### src/rtl/adc_rdout_pkg.sv
package adc_rdout_pkg;

   typedef enum logic [1:0] {
      RD_IDLE,
      RD_SETUP,
      RD_SHIFT,
      RD_GAP
   } rd_state_e;

   localparam int LEAD_ZEROS = 4;

   function automatic int frame_clocks(input int res);
      return res + LEAD_ZEROS;
   endfunction

   function automatic int max2(input int a, input int b);
      return (a > b) ? a : b;
   endfunction

endpackage

### src/rtl/rd_interval_timer.sv
module rd_interval_timer #(
   parameter int W = 4
) (
   input  logic         clk,
   input  logic         rst_n,
   input  logic         load,
   input  logic [W-1:0] load_val,
   output logic         expired
);

   logic [W-1:0] cnt;

   always_ff @(posedge clk or negedge rst_n) begin
      if (!rst_n)
         cnt <= '0;
      else if (load)
         cnt <= load_val;
      else if (cnt != '0)
         cnt <= cnt - 1'b1;
   end

   assign expired = (cnt == '0);


   timer_reload_chk: assert property (@(posedge clk) disable iff (!rst_n)
      (load && load_val != '0) |=> !expired);

endmodule

### src/rtl/rd_sclk_gen.sv
module rd_sclk_gen #(
   parameter int HALF = 2
) (
   input  logic clk,
   input  logic rst_n,
   input  logic en,
   output logic sclk,
   output logic rise_tick,
   output logic period_end
);

   generate
      if (HALF < 1) begin : g_bad_half
         $error("rd_sclk_gen: HALF must be at least 1");
      end

      if (HALF == 1) begin : g_toggle
         logic hi_phase;
         always_ff @(posedge clk or negedge rst_n) begin
            if (!rst_n)
               hi_phase <= 1'b0;
            else if (!en)
               hi_phase <= 1'b0;
            else
               hi_phase <= ~hi_phase;
         end
         assign sclk       = ~(en & ~hi_phase);
         assign rise_tick  = en & ~hi_phase;
         assign period_end = en & hi_phase;
      end else begin : g_count
         localparam int PER = 2 * HALF;
         localparam int PW  = $clog2(PER);
         logic [PW-1:0] ph;
         always_ff @(posedge clk or negedge rst_n) begin
            if (!rst_n)
               ph <= '0;
            else if (!en)
               ph <= '0;
            else if (ph == PW'(PER - 1))
               ph <= '0;
            else
               ph <= ph + 1'b1;
         end
         assign sclk       = ~(en & (ph < PW'(HALF)));
         assign rise_tick  = en & (ph == PW'(HALF - 1));
         assign period_end = en & (ph == PW'(PER - 1));
      end
   endgenerate


   rise_then_high_chk: assert property (@(posedge clk) disable iff (!rst_n)
      rise_tick |=> sclk);


   period_wrap_chk: assert property (@(posedge clk) disable iff (!rst_n)
      period_end |=> (sclk == !en));

endmodule

### src/rtl/rd_shift_capture.sv
module rd_shift_capture #(
   parameter int FRAME = 16,
   parameter int RES   = 12,
   parameter int OUT_W = 12
) (
   input  logic             clk,
   input  logic             rst_n,
   input  logic             sample,
   input  logic             sdi,
   input  logic             commit,
   output logic [OUT_W-1:0] data_out,
   output logic             valid,
   output logic             lead_err
);

   logic [FRAME-1:0] shreg;
   logic [OUT_W-1:0] padded;

   generate
      if (FRAME <= RES) begin : g_bad_frame
         $error("rd_shift_capture: FRAME must exceed RES");
      end
      if (OUT_W > RES) begin : g_pad
         assign padded = {{(OUT_W - RES){1'b0}}, shreg[RES-1:0]};
      end else begin : g_exact
         assign padded = shreg[OUT_W-1:0];
      end
   endgenerate

   always_ff @(posedge clk or negedge rst_n) begin
      if (!rst_n)
         shreg <= '0;
      else if (sample)
         shreg <= {shreg[FRAME-2:0], sdi};
   end

   always_ff @(posedge clk or negedge rst_n) begin
      if (!rst_n) begin
         data_out <= '0;
         lead_err <= 1'b0;
         valid    <= 1'b0;
      end else begin
         valid <= commit;
         if (commit) begin
            data_out <= padded;
            lead_err <= |shreg[FRAME-1:RES];
         end
      end
   end


   valid_single_chk: assert property (@(posedge clk) disable iff (!rst_n)
      valid |=> !valid);


   err_update_chk: assert property (@(posedge clk) disable iff (!rst_n)
      !$stable(lead_err) |-> valid);


   data_hold_chk: assert property (@(posedge clk) disable iff (!rst_n)
      !$stable(data_out) |-> valid);

endmodule

### src/rtl/adc_rdout_ctrl.sv
module adc_rdout_ctrl
   import adc_rdout_pkg::*;
#(
   parameter int RES       = 12,
   parameter int OUT_W     = 12,
   parameter int SCLK_HALF = 2,
   parameter int SETUP_CYC = 3,
   parameter int GAP_CYC   = 5
) (
   input  logic             clk,
   input  logic             rst_n,
   input  logic             start,
   output logic             busy,
   output logic             cs_n,
   output logic             sclk,
   input  logic             sdi,
   output logic [OUT_W-1:0] data_out,
   output logic             data_valid,
   output logic             error
);

   localparam int FRAME = frame_clocks(RES);
   localparam int BW    = $clog2(FRAME);
   localparam int TMAX  = max2(SETUP_CYC, GAP_CYC);
   localparam int TW    = $clog2(TMAX + 1);

   generate
      if (!(RES == 8 || RES == 10 || RES == 12)) begin : g_bad_res
         $error("adc_rdout_ctrl: RES must be 8, 10 or 12");
      end
      if (OUT_W < RES) begin : g_bad_outw
         $error("adc_rdout_ctrl: OUT_W must be at least RES");
      end
      if (SETUP_CYC < 1 || GAP_CYC < 1) begin : g_bad_timing
         $error("adc_rdout_ctrl: SETUP_CYC and GAP_CYC must be at least 1");
      end
   endgenerate

   rd_state_e      state, state_nx;
   logic [BW-1:0]  bitcnt;
   logic           shift_en, rise_tick, period_end, last_end;
   logic           t_load, t_expired;
   logic [TW-1:0]  t_val;
   logic           accept;

   assign accept   = (state == RD_IDLE) && start;
   assign shift_en = (state == RD_SHIFT);
   assign last_end = shift_en && period_end && (bitcnt == BW'(FRAME - 1));
   assign t_load   = accept || last_end;
   assign t_val    = accept ? TW'(SETUP_CYC - 1) : TW'(GAP_CYC - 1);

   always_comb begin
      state_nx = state;
      unique case (state)
         RD_IDLE:  if (start)     state_nx = RD_SETUP;
         RD_SETUP: if (t_expired) state_nx = RD_SHIFT;
         RD_SHIFT: if (last_end)  state_nx = RD_GAP;
         RD_GAP:   if (t_expired) state_nx = RD_IDLE;
         default:                 state_nx = RD_IDLE;
      endcase
   end

   always_ff @(posedge clk or negedge rst_n) begin
      if (!rst_n)
         state <= RD_IDLE;
      else
         state <= state_nx;
   end

   always_ff @(posedge clk or negedge rst_n) begin
      if (!rst_n)
         bitcnt <= '0;
      else if (!shift_en)
         bitcnt <= '0;
      else if (period_end)
         bitcnt <= bitcnt + 1'b1;
   end

   assign busy = (state != RD_IDLE);
   assign cs_n = !((state == RD_SETUP) || (state == RD_SHIFT));

   rd_interval_timer #(.W(TW)) u_timer (
      .clk      (clk),
      .rst_n    (rst_n),
      .load     (t_load),
      .load_val (t_val),
      .expired  (t_expired)
   );

   rd_sclk_gen #(.HALF(SCLK_HALF)) u_sclk (
      .clk        (clk),
      .rst_n      (rst_n),
      .en         (shift_en),
      .sclk       (sclk),
      .rise_tick  (rise_tick),
      .period_end (period_end)
   );

   rd_shift_capture #(.FRAME(FRAME), .RES(RES), .OUT_W(OUT_W)) u_cap (
      .clk      (clk),
      .rst_n    (rst_n),
      .sample   (rise_tick),
      .sdi      (sdi),
      .commit   (last_end),
      .data_out (data_out),
      .valid    (data_valid),
      .lead_err (error)
   );

   // ---------------- protocol checks ----------------
   localparam int LW = $clog2(SETUP_CYC + 2);
   localparam int HW = $clog2(GAP_CYC + 1);

   logic          sclk_q;
   logic [BW:0]   rise_cnt;
   logic [LW-1:0] low_cnt;
   logic [HW-1:0] hi_cnt;

   always_ff @(posedge clk or negedge rst_n) begin
      if (!rst_n) begin
         sclk_q   <= 1'b1;
         rise_cnt <= '0;
         low_cnt  <= '0;
         hi_cnt   <= HW'(GAP_CYC);
      end else begin
         sclk_q <= sclk;
         if (cs_n) begin
            rise_cnt <= '0;
            low_cnt  <= '0;
            if (hi_cnt != HW'(GAP_CYC))
               hi_cnt <= hi_cnt + 1'b1;
         end else begin
            hi_cnt <= '0;
            if (sclk && !sclk_q)
               rise_cnt <= rise_cnt + 1'b1;
            if (low_cnt != LW'(SETUP_CYC + 1))
               low_cnt <= low_cnt + 1'b1;
         end
      end
   end


   start_accept_chk: assert property (@(posedge clk) disable iff (!rst_n)
      (start && !busy) |=> (!cs_n && busy));


   start_ignored_chk: assert property (@(posedge clk) disable iff (!rst_n)
      (start && busy && cs_n) |=> cs_n);


   setup_time_chk: assert property (@(posedge clk) disable iff (!rst_n)
      (!cs_n && sclk_q && !sclk && rise_cnt == '0) |-> (low_cnt == LW'(SETUP_CYC)));


   frame_clocks_chk: assert property (@(posedge clk) disable iff (!rst_n)
      $rose(cs_n) |-> (rise_cnt == (BW+1)'(FRAME)));


   gap_time_chk: assert property (@(posedge clk) disable iff (!rst_n)
      $fell(cs_n) |-> (hi_cnt >= HW'(GAP_CYC)));


   valid_at_end_chk: assert property (@(posedge clk) disable iff (!rst_n)
      data_valid |-> (cs_n && $past(!cs_n)));


   idle_sclk_chk: assert property (@(posedge clk) disable iff (!rst_n)
      cs_n |-> sclk);

endmodule

### config.mk
export PLATFORM = sky130hd
export DESIGN_NAME = adc_rdout_ctrl
export DESIGN_NICKNAME = d
export VERILOG_FILES = /design/src/rtl/adc_rdout_pkg.sv /design/src/rtl/rd_interval_timer.sv /design/src/rtl/rd_sclk_gen.sv /design/src/rtl/rd_shift_capture.sv /design/src/rtl/adc_rdout_ctrl.sv
export SDC_FILE = /design/constraint.sdc
export NUM_CORES = 1
export LEC_CHECK = 0
export ABC_AREA = 0
export BUFFER_PORTS_ARGS = -buffer_cell sky130_fd_sc_hd__buf_2
export CAP_MARGIN = 20
export CELL_PAD_IN_SITES_DETAIL_PLACEMENT = 1
export CELL_PAD_IN_SITES_GLOBAL_PLACEMENT = 2
export CORE_AREA = 10 10 79 81
export CTS_CLUSTER_DIAMETER = 80
export CTS_CLUSTER_SIZE = 24
export DETAILED_ROUTE_END_ITERATION = 10
export DIE_AREA = 0 0 89 91
export PLACE_DENSITY = 0.84
export RECOVER_POWER = 100
export SYNTH_ARGS = -nofsm -noshare
export SYNTH_HDL_FRONTEND = slang
export SYNTH_SLANG_ARGS = --single-unit
### constraint.sdc
create_clock -name clk -period 2.1 [get_ports clk]
set_clock_uncertainty 0.2 [all_clocks]
set_input_delay 0.42 -clock clk [delete_from_list [all_inputs] [get_ports clk]]
set_output_delay 0.42 -clock clk [all_outputs]
set_load 0.01 [all_outputs]
Yosys cells after proc, flatten, opt, wreduce, memory -nomap -nowiden
Cells that the tools add are included.
{"block": "op_classes", "n_addsub": 3, "order_cmp": 1, "eq_ne": 11, "mux": 12, "n_bitwise": 4, "reduce_logical": 13}
{"cell": "$mux W2", "n": 6}
{"cell": "$mux W3", "n": 3}
{"cell": "$mux W4", "n": 2}
{"cell": "$pmux W2 S4", "n": 1}
{"cell": "$eq A2 B2 Y1 const B", "n": 3}
{"cell": "$ne A2 B2 Y1 const B", "n": 3}
{"cell": "$add A4 B1 Y4 const B", "n": 1}
{"cell": "$eq A2 B1 Y1 const B", "n": 2}
{"cell": "$eq A4 B4 Y1 const B", "n": 1}
{"cell": "$ne A2 B1 Y1 const B", "n": 2}
{"cell": "$reduce_and A4 Y1", "n": 1}
{"cell": "$reduce_bool A2 Y1", "n": 2}
{"cell": "$reduce_or A4 Y1", "n": 1}
{"cell": "$and A1 B1 Y1", "n": 3}
{"cell": "$logic_and A1 B1 Y1", "n": 3}
{"cell": "$logic_not A3 Y1", "n": 1}
{"cell": "$reduce_bool A3 Y1", "n": 1}
{"cell": "$sub A3 B1 Y3 const B", "n": 1}
{"cell": "$add A2 B1 Y2 const B", "n": 1}
{"cell": "$logic_not A2 Y1", "n": 1}
{"cell": "$logic_or A1 B1 Y1", "n": 2}
{"cell": "$lt A2 B2 Y1 const B", "n": 1}
{"cell": "$logic_not A1 Y1", "n": 1}
{"cell": "$not A1 Y1", "n": 1}
{"block": "totals", "reg_bits": 41, "in_bits": 4, "out_inout_bits": 17, "elab_cells": 52}

Logic depth before layout (Yosys ltp)
{"block": "logic_depth", "depth_word": 6, "ltp_mapped": 6, "mapped_depth_nobuf": 5}

Modules after synthesis
A second synthesis with hierarchy kept.
{"block": "hier_totals", "hier_cells": 134, "area_unflattened_um2": 1874.3}
{"module": "rd_shift_capture", "n_inst": 1, "cells_per_inst": 64, "area_each_um2": 1161.1, "seq_area_each_um2": 750.7}
{"module": "adc_rdout_ctrl", "n_inst": 1, "cells_per_inst": 39, "area_each_um2": 395.4, "seq_area_each_um2": 150.1}
{"module": "rd_interval_timer", "n_inst": 1, "cells_per_inst": 21, "area_each_um2": 201.4, "seq_area_each_um2": 75.1}
{"module": "rd_sclk_gen", "n_inst": 1, "cells_per_inst": 10, "area_each_um2": 116.4, "seq_area_each_um2": 50.0}

Least setup slack after synthesis
Ideal clock, no wire load.
{"block": "synth_timing", "path_type": "flip-flop to flip-flop", "startpoint": "register state[0]", "endpoint": "register u_cap.shreg[0]", "setup_time_ns": 0.125, "arrival_time_ns": 1.560, "required_ns": 1.775, "path_slack_ns": 0.215, "path_stages_with_launch": 7, "path_buffers": 2, "period_less_slack_ns": 1.885, "cell_sequence": "dfrtp_1 -> inv_1 -> ha_1 -> clkbuf_8 -> nand2_1 -> buf_2 -> mux2_2"}
{"block": "synth_between", "elab_chain_cells": 2}
{"item": "start: declaration", "line": "adc_rdout_ctrl.sv:39", "rtl": "rd_state_e state, state_nx;"}
{"item": "start signal: assignment", "line": "adc_rdout_ctrl.sv:67", "rtl": "state <= state_nx;"}
{"item": "$eq A2 B2 Y1", "line": "adc_rdout_ctrl.sv:47", "rtl": "assign shift_en = (state == RD_SHIFT);"}
{"item": "$and A1 B1 Y1", "line": "rd_sclk_gen.sv:45", "rtl": "assign rise_tick = en & (ph == PW'(HALF - 1));"}
{"item": "end signal: assignment", "line": "rd_shift_capture.sv:34", "rtl": "shreg <= {shreg[FRAME-2:0], sdi};"}
{"item": "end: declaration", "line": "rd_shift_capture.sv:16", "rtl": "logic [FRAME-1:0] shreg;"}
No other way between the ends.
A chain may end at the register's enable or synchronous reset.

Worst setup path after layout
{"block": "layout_timing", "startpoint": "register state[0]", "endpoint": "output cs_n"}
{"block": "layout_between", "elab_chain_cells": 3, "word_cells_on_any_way": 4, "cone_classes": "2 x eq/ne; 2 x reduce/logical"}
{"item": "$eq A2 B1 Y1 or $eq A2 B2 Y1 (tied branches)", "line": "adc_rdout_ctrl.sv:80", "rtl": "assign cs_n = !((state == RD_SETUP) || (state == RD_SHIFT));"}
{"item": "$logic_or A1 B1 Y1 (*)", "line": "adc_rdout_ctrl.sv:80"}
{"item": "$logic_not A1 Y1 (*)", "line": "adc_rdout_ctrl.sv:80"}
{"item": "end: declaration", "line": "adc_rdout_ctrl.sv:14", "rtl": "output logic cs_n,"}
Every way passes the cells marked *; elsewhere a longest branch is shown, timed or not.

==> summary.md <==
| Metric | Value |
|---|---|
| PortBufs | `20` |
| Max Cap Violations | `0` |
| Critical Path Fanout Max | `4` |
| Fin crit share | `91.9%` |
| Synth Area per Inst | `14.5 µm²` |
| Simple-Gate Fraction of Synth Area | `5.32%` |
| # DRC | `0` |
| Fmax achieved | `518 MHz` |
| Max transition margin | `33.6%` |
| Startpoint types | `flop` |
| I/O pins | `21` |
| Final worst slack | `170 ps` |
| CTS clk-pin slew, worst paths | `90 ps` |
| Met3 usage in global routing | `2.86%` |
| Worst Path Required | `1480 ps` |
| RSZ-0062 raised after global routing | `no` |
| Starting DRC count in detailed routing | `59` |
| Met1 usage | `10.1%` |
| CTS root buf | `clkbuf_8` |
| Dominant cell by count in the synthesized netlist | `dfrtp_1` |
| Critical path class | `reg -> out` |
| Comb power frac | `2.3%` |
| Compound-gate portion of the synthesized area | `3.46%` |
| Total negative slack | `0 ps` |
| LEAKAGE | `0.983 nW` |
| Cell area after synthesis | `1810 µm²` |
| HPWL after DPL | `2320 µm` |
| Worst-margin pin slew | `996 ps` |
| CP arrival | `1310 ps` |
| Setup Buffers After CTS | `0` |
| Yosys top cell by area | `dfrtp_1` |
| CTS Sinks | `41` |
| Power Internal | `1.17 mW` |
| DR pass1 iterations | `4` |
| Sequential Power Share | `54.8%` |
| ANT nets after route | `0` |
| Largest net degree at the start of global routing | `42` |
| Final net count | `166` |
| YS warnings | `0` |
| Initial antenna violation count | `0` |
| Mux contribution to synthesized area | `21.1%` |
| Net Sw Power | `307 µW` |
| Worst Hold Class | `in -> reg` |
| Clk Latency, worst-skew pair | `290 ps` |
| Die ar. | `8100 µm²` |
| # resized after CTS | `0` |
| Routed WL | `3260 µm` |
| Global Route met2 Usage | `14.5%` |
| Grt peak-use layer | `met2` |
| Status | `finished clean` |
| Inserted Clock Buffers | `5` |
| Largest family of logic cells by synthesized area | `multiplexers` |
| GRT Overall Usage | `8.80%` |
| Area contributors post-synth | `dfrtp_1, mux2_2, ha_1, mux2_4, mux2i_1` |
| Seq cells post-synth | `41` |
| Seq/Total Area, Yosys | `56.7%` |
| Final design utilization | `43.4%` |
| Layout area overhead | `11.7%` |
| Adder-Cell Fraction of Synth Area | `6.91%` |
| First-pass GRT wire length | `5600 µm` |
| XOR/XNOR Fraction of Synth Area | `1.94%` |
| CTS tree | `yes` |
| Post-synth ARST share | `100%` |
| Fin cells | `207` |
| Starting density of the core | `38.8%` |
| # setup viols final | `0` |
| Vias/cell | `4.93` |
| Remaining Overflow, GRT | `0` |
| Die Y | `91 µm` |
| Fraction of layout cells with a size suffix above 1 | `24.2%` |
| Via count | `1020` |
| DP Worst Slack | `180 ps` |
| Number of flops mapped to enable cells by yosys | `0` |
| N_diodes | `0` |
| Final Power | `1.48 mW` |
| Most frequent cells after synthesis | `dfrtp_1, mux2_2, ha_1` |
| Tmin final | `1930 ps` |
| Peak supply drop | `0.000478 V` |
| Rows | `25` |
| Top_reg_cell synth | `dfrtp_1` |
| CP endpoint kind | `primary output` |
| Sw Ratio | `20.8%` |
| Hold Vio Cnt, Final | `0` |
| Placed insts | `198` |
| Wirelength per Cell | `15.8 µm` |
| Syn nets | `139` |
| Max Root-Sink Buffers | `2` |
| Power share of the clock group | `42.9%` |
| CORE AREA | `4660 µm²` |
| PD cells | `731 nW/µm²` |
| Slew Limit Fails | `0` |
| Cell count after synthesis | `125` |
| Vias in the first global route | `1133` |
| Chip Width | `89 µm` |
| CTS H-tree depth | `2` |
| Distinct cells, synth | `29` |
| Area share of the largest cell type after synthesis | `56.7%` |
| Final GP Congestion | `0.731` |
repair_timing:
item	4_1_cts	5_1_grt
endpoints found under the hold margin	41	0
endpoints found under the setup margin	0	0
hold buffers	1	0
layer usage:
| layer | up-vias | wire (µm) |
|---|---|---|
| li1 | 481 | - |
| met1 | 521 | 1480 |
| met2 | 14 | 1580 |
| met3 | 4 | 147 |
| met4 | 0 | 51 |
| met5 | - | 0 |
power by group through the flow:
| stage | clock, mW | combinational [mW] | sequential [mW] |
|---|---|---|---|
| finish | 0.634 | 0.0344 | 0.810 |
| global route | 0.690 | 0.0401 | 0.813 |
| CTS | 0.648 | 0.0369 | 0.811 |
| detailed placement | 0 | 0.0358 | 0.827 |
| global placement | 0 | 0.0332 | 0.826 |
| floorplan | 0 | 0.0131 | 0.824 |
cell usage in the layout, fill, tap and decap left out, types with 2 or more instances in the layout:
master	netlist	final
clkbuf_1	0	17
xor2_1	2	2
mux2_1	0	7
inv_1	9	9
mux2_2	21	21
nand2_1	3	3
buf_2	1	3
xnor2_1	2	2
clkbuf_2	0	2
mux2i_1	4	4
nor2_1	7	7
ha_1	10	10
clkbuf_8	1	5
dfrtp_1	41	41
layout make-up:
type,instances,area [µm²]
repair buffers,24,106
inverters,9,33.8
well taps,54,67.6
flip-flops and latches,41,1030
fillers,475,2640
clock buffers,5,68.8
multi-input cells,71,674
clock inverters,3,46.3
worst paths after layout:
path / depth (start not counted) / slack, ps / to / from
min in group asynchronous: 3 / 690 / u_cap.valid$_DFF_PN0_ / rst_n
max in group asynchronous: 3 / 380 / state[1]$_DFFE_PN0P_ / rst_n
min: 2 / 160 / u_timer.cnt[0]$_DFFE_PN0P_ / start
max reg2reg: 4 / 180 / u_cap.data_out[5]$_DFFE_PN0P_ / u_sclk.g_count.ph[0]$_DFF_PN0_
max: 4 / 170 / cs_n / state[0]$_DFFE_PN0P_
min reg2reg: 1 / 290 / u_sclk.g_count.ph[0]$_DFF_PN0_ / u_sclk.g_count.ph[0]$_DFF_PN0_
critical path, stage by stage, from the launching register on:
cell and delay, ps:
dfrtp_1 400, inv_1 100, ha_1 300, inv_1 70
clkbuf_1 150
cell families (layout without fill, tap and decap cells):
group / after synthesis / after routing
flops: 41 / 41
mux: 32 / 32
xor+xnor: 4 / 4
fa+ha+maj: 10 / 10
simple gates: 17 / 17
buf+inv: 13 / 41
compound gates: 8 / 8
metrics by stage:
stage                     hold WS [ps]  area [µm²]
after floorplan                  -75.6        1810
after global placement             251        1950
after detailed placement           274        1950
after CTS                          150        2080
after global routing               169        2020
final                              164        2020
registers in the layout (all words and copies together) (netlist names):
name / cells
u_cap.data_out: 12
bitcnt: 4
u_sclk.g_count.ph: 2
u_cap.lead_err: 1
u_cap.valid: 1
state: 2
u_cap.shreg: 16
u_timer.cnt: 3
Note: power is estimated with default switching activity, not from simulation.
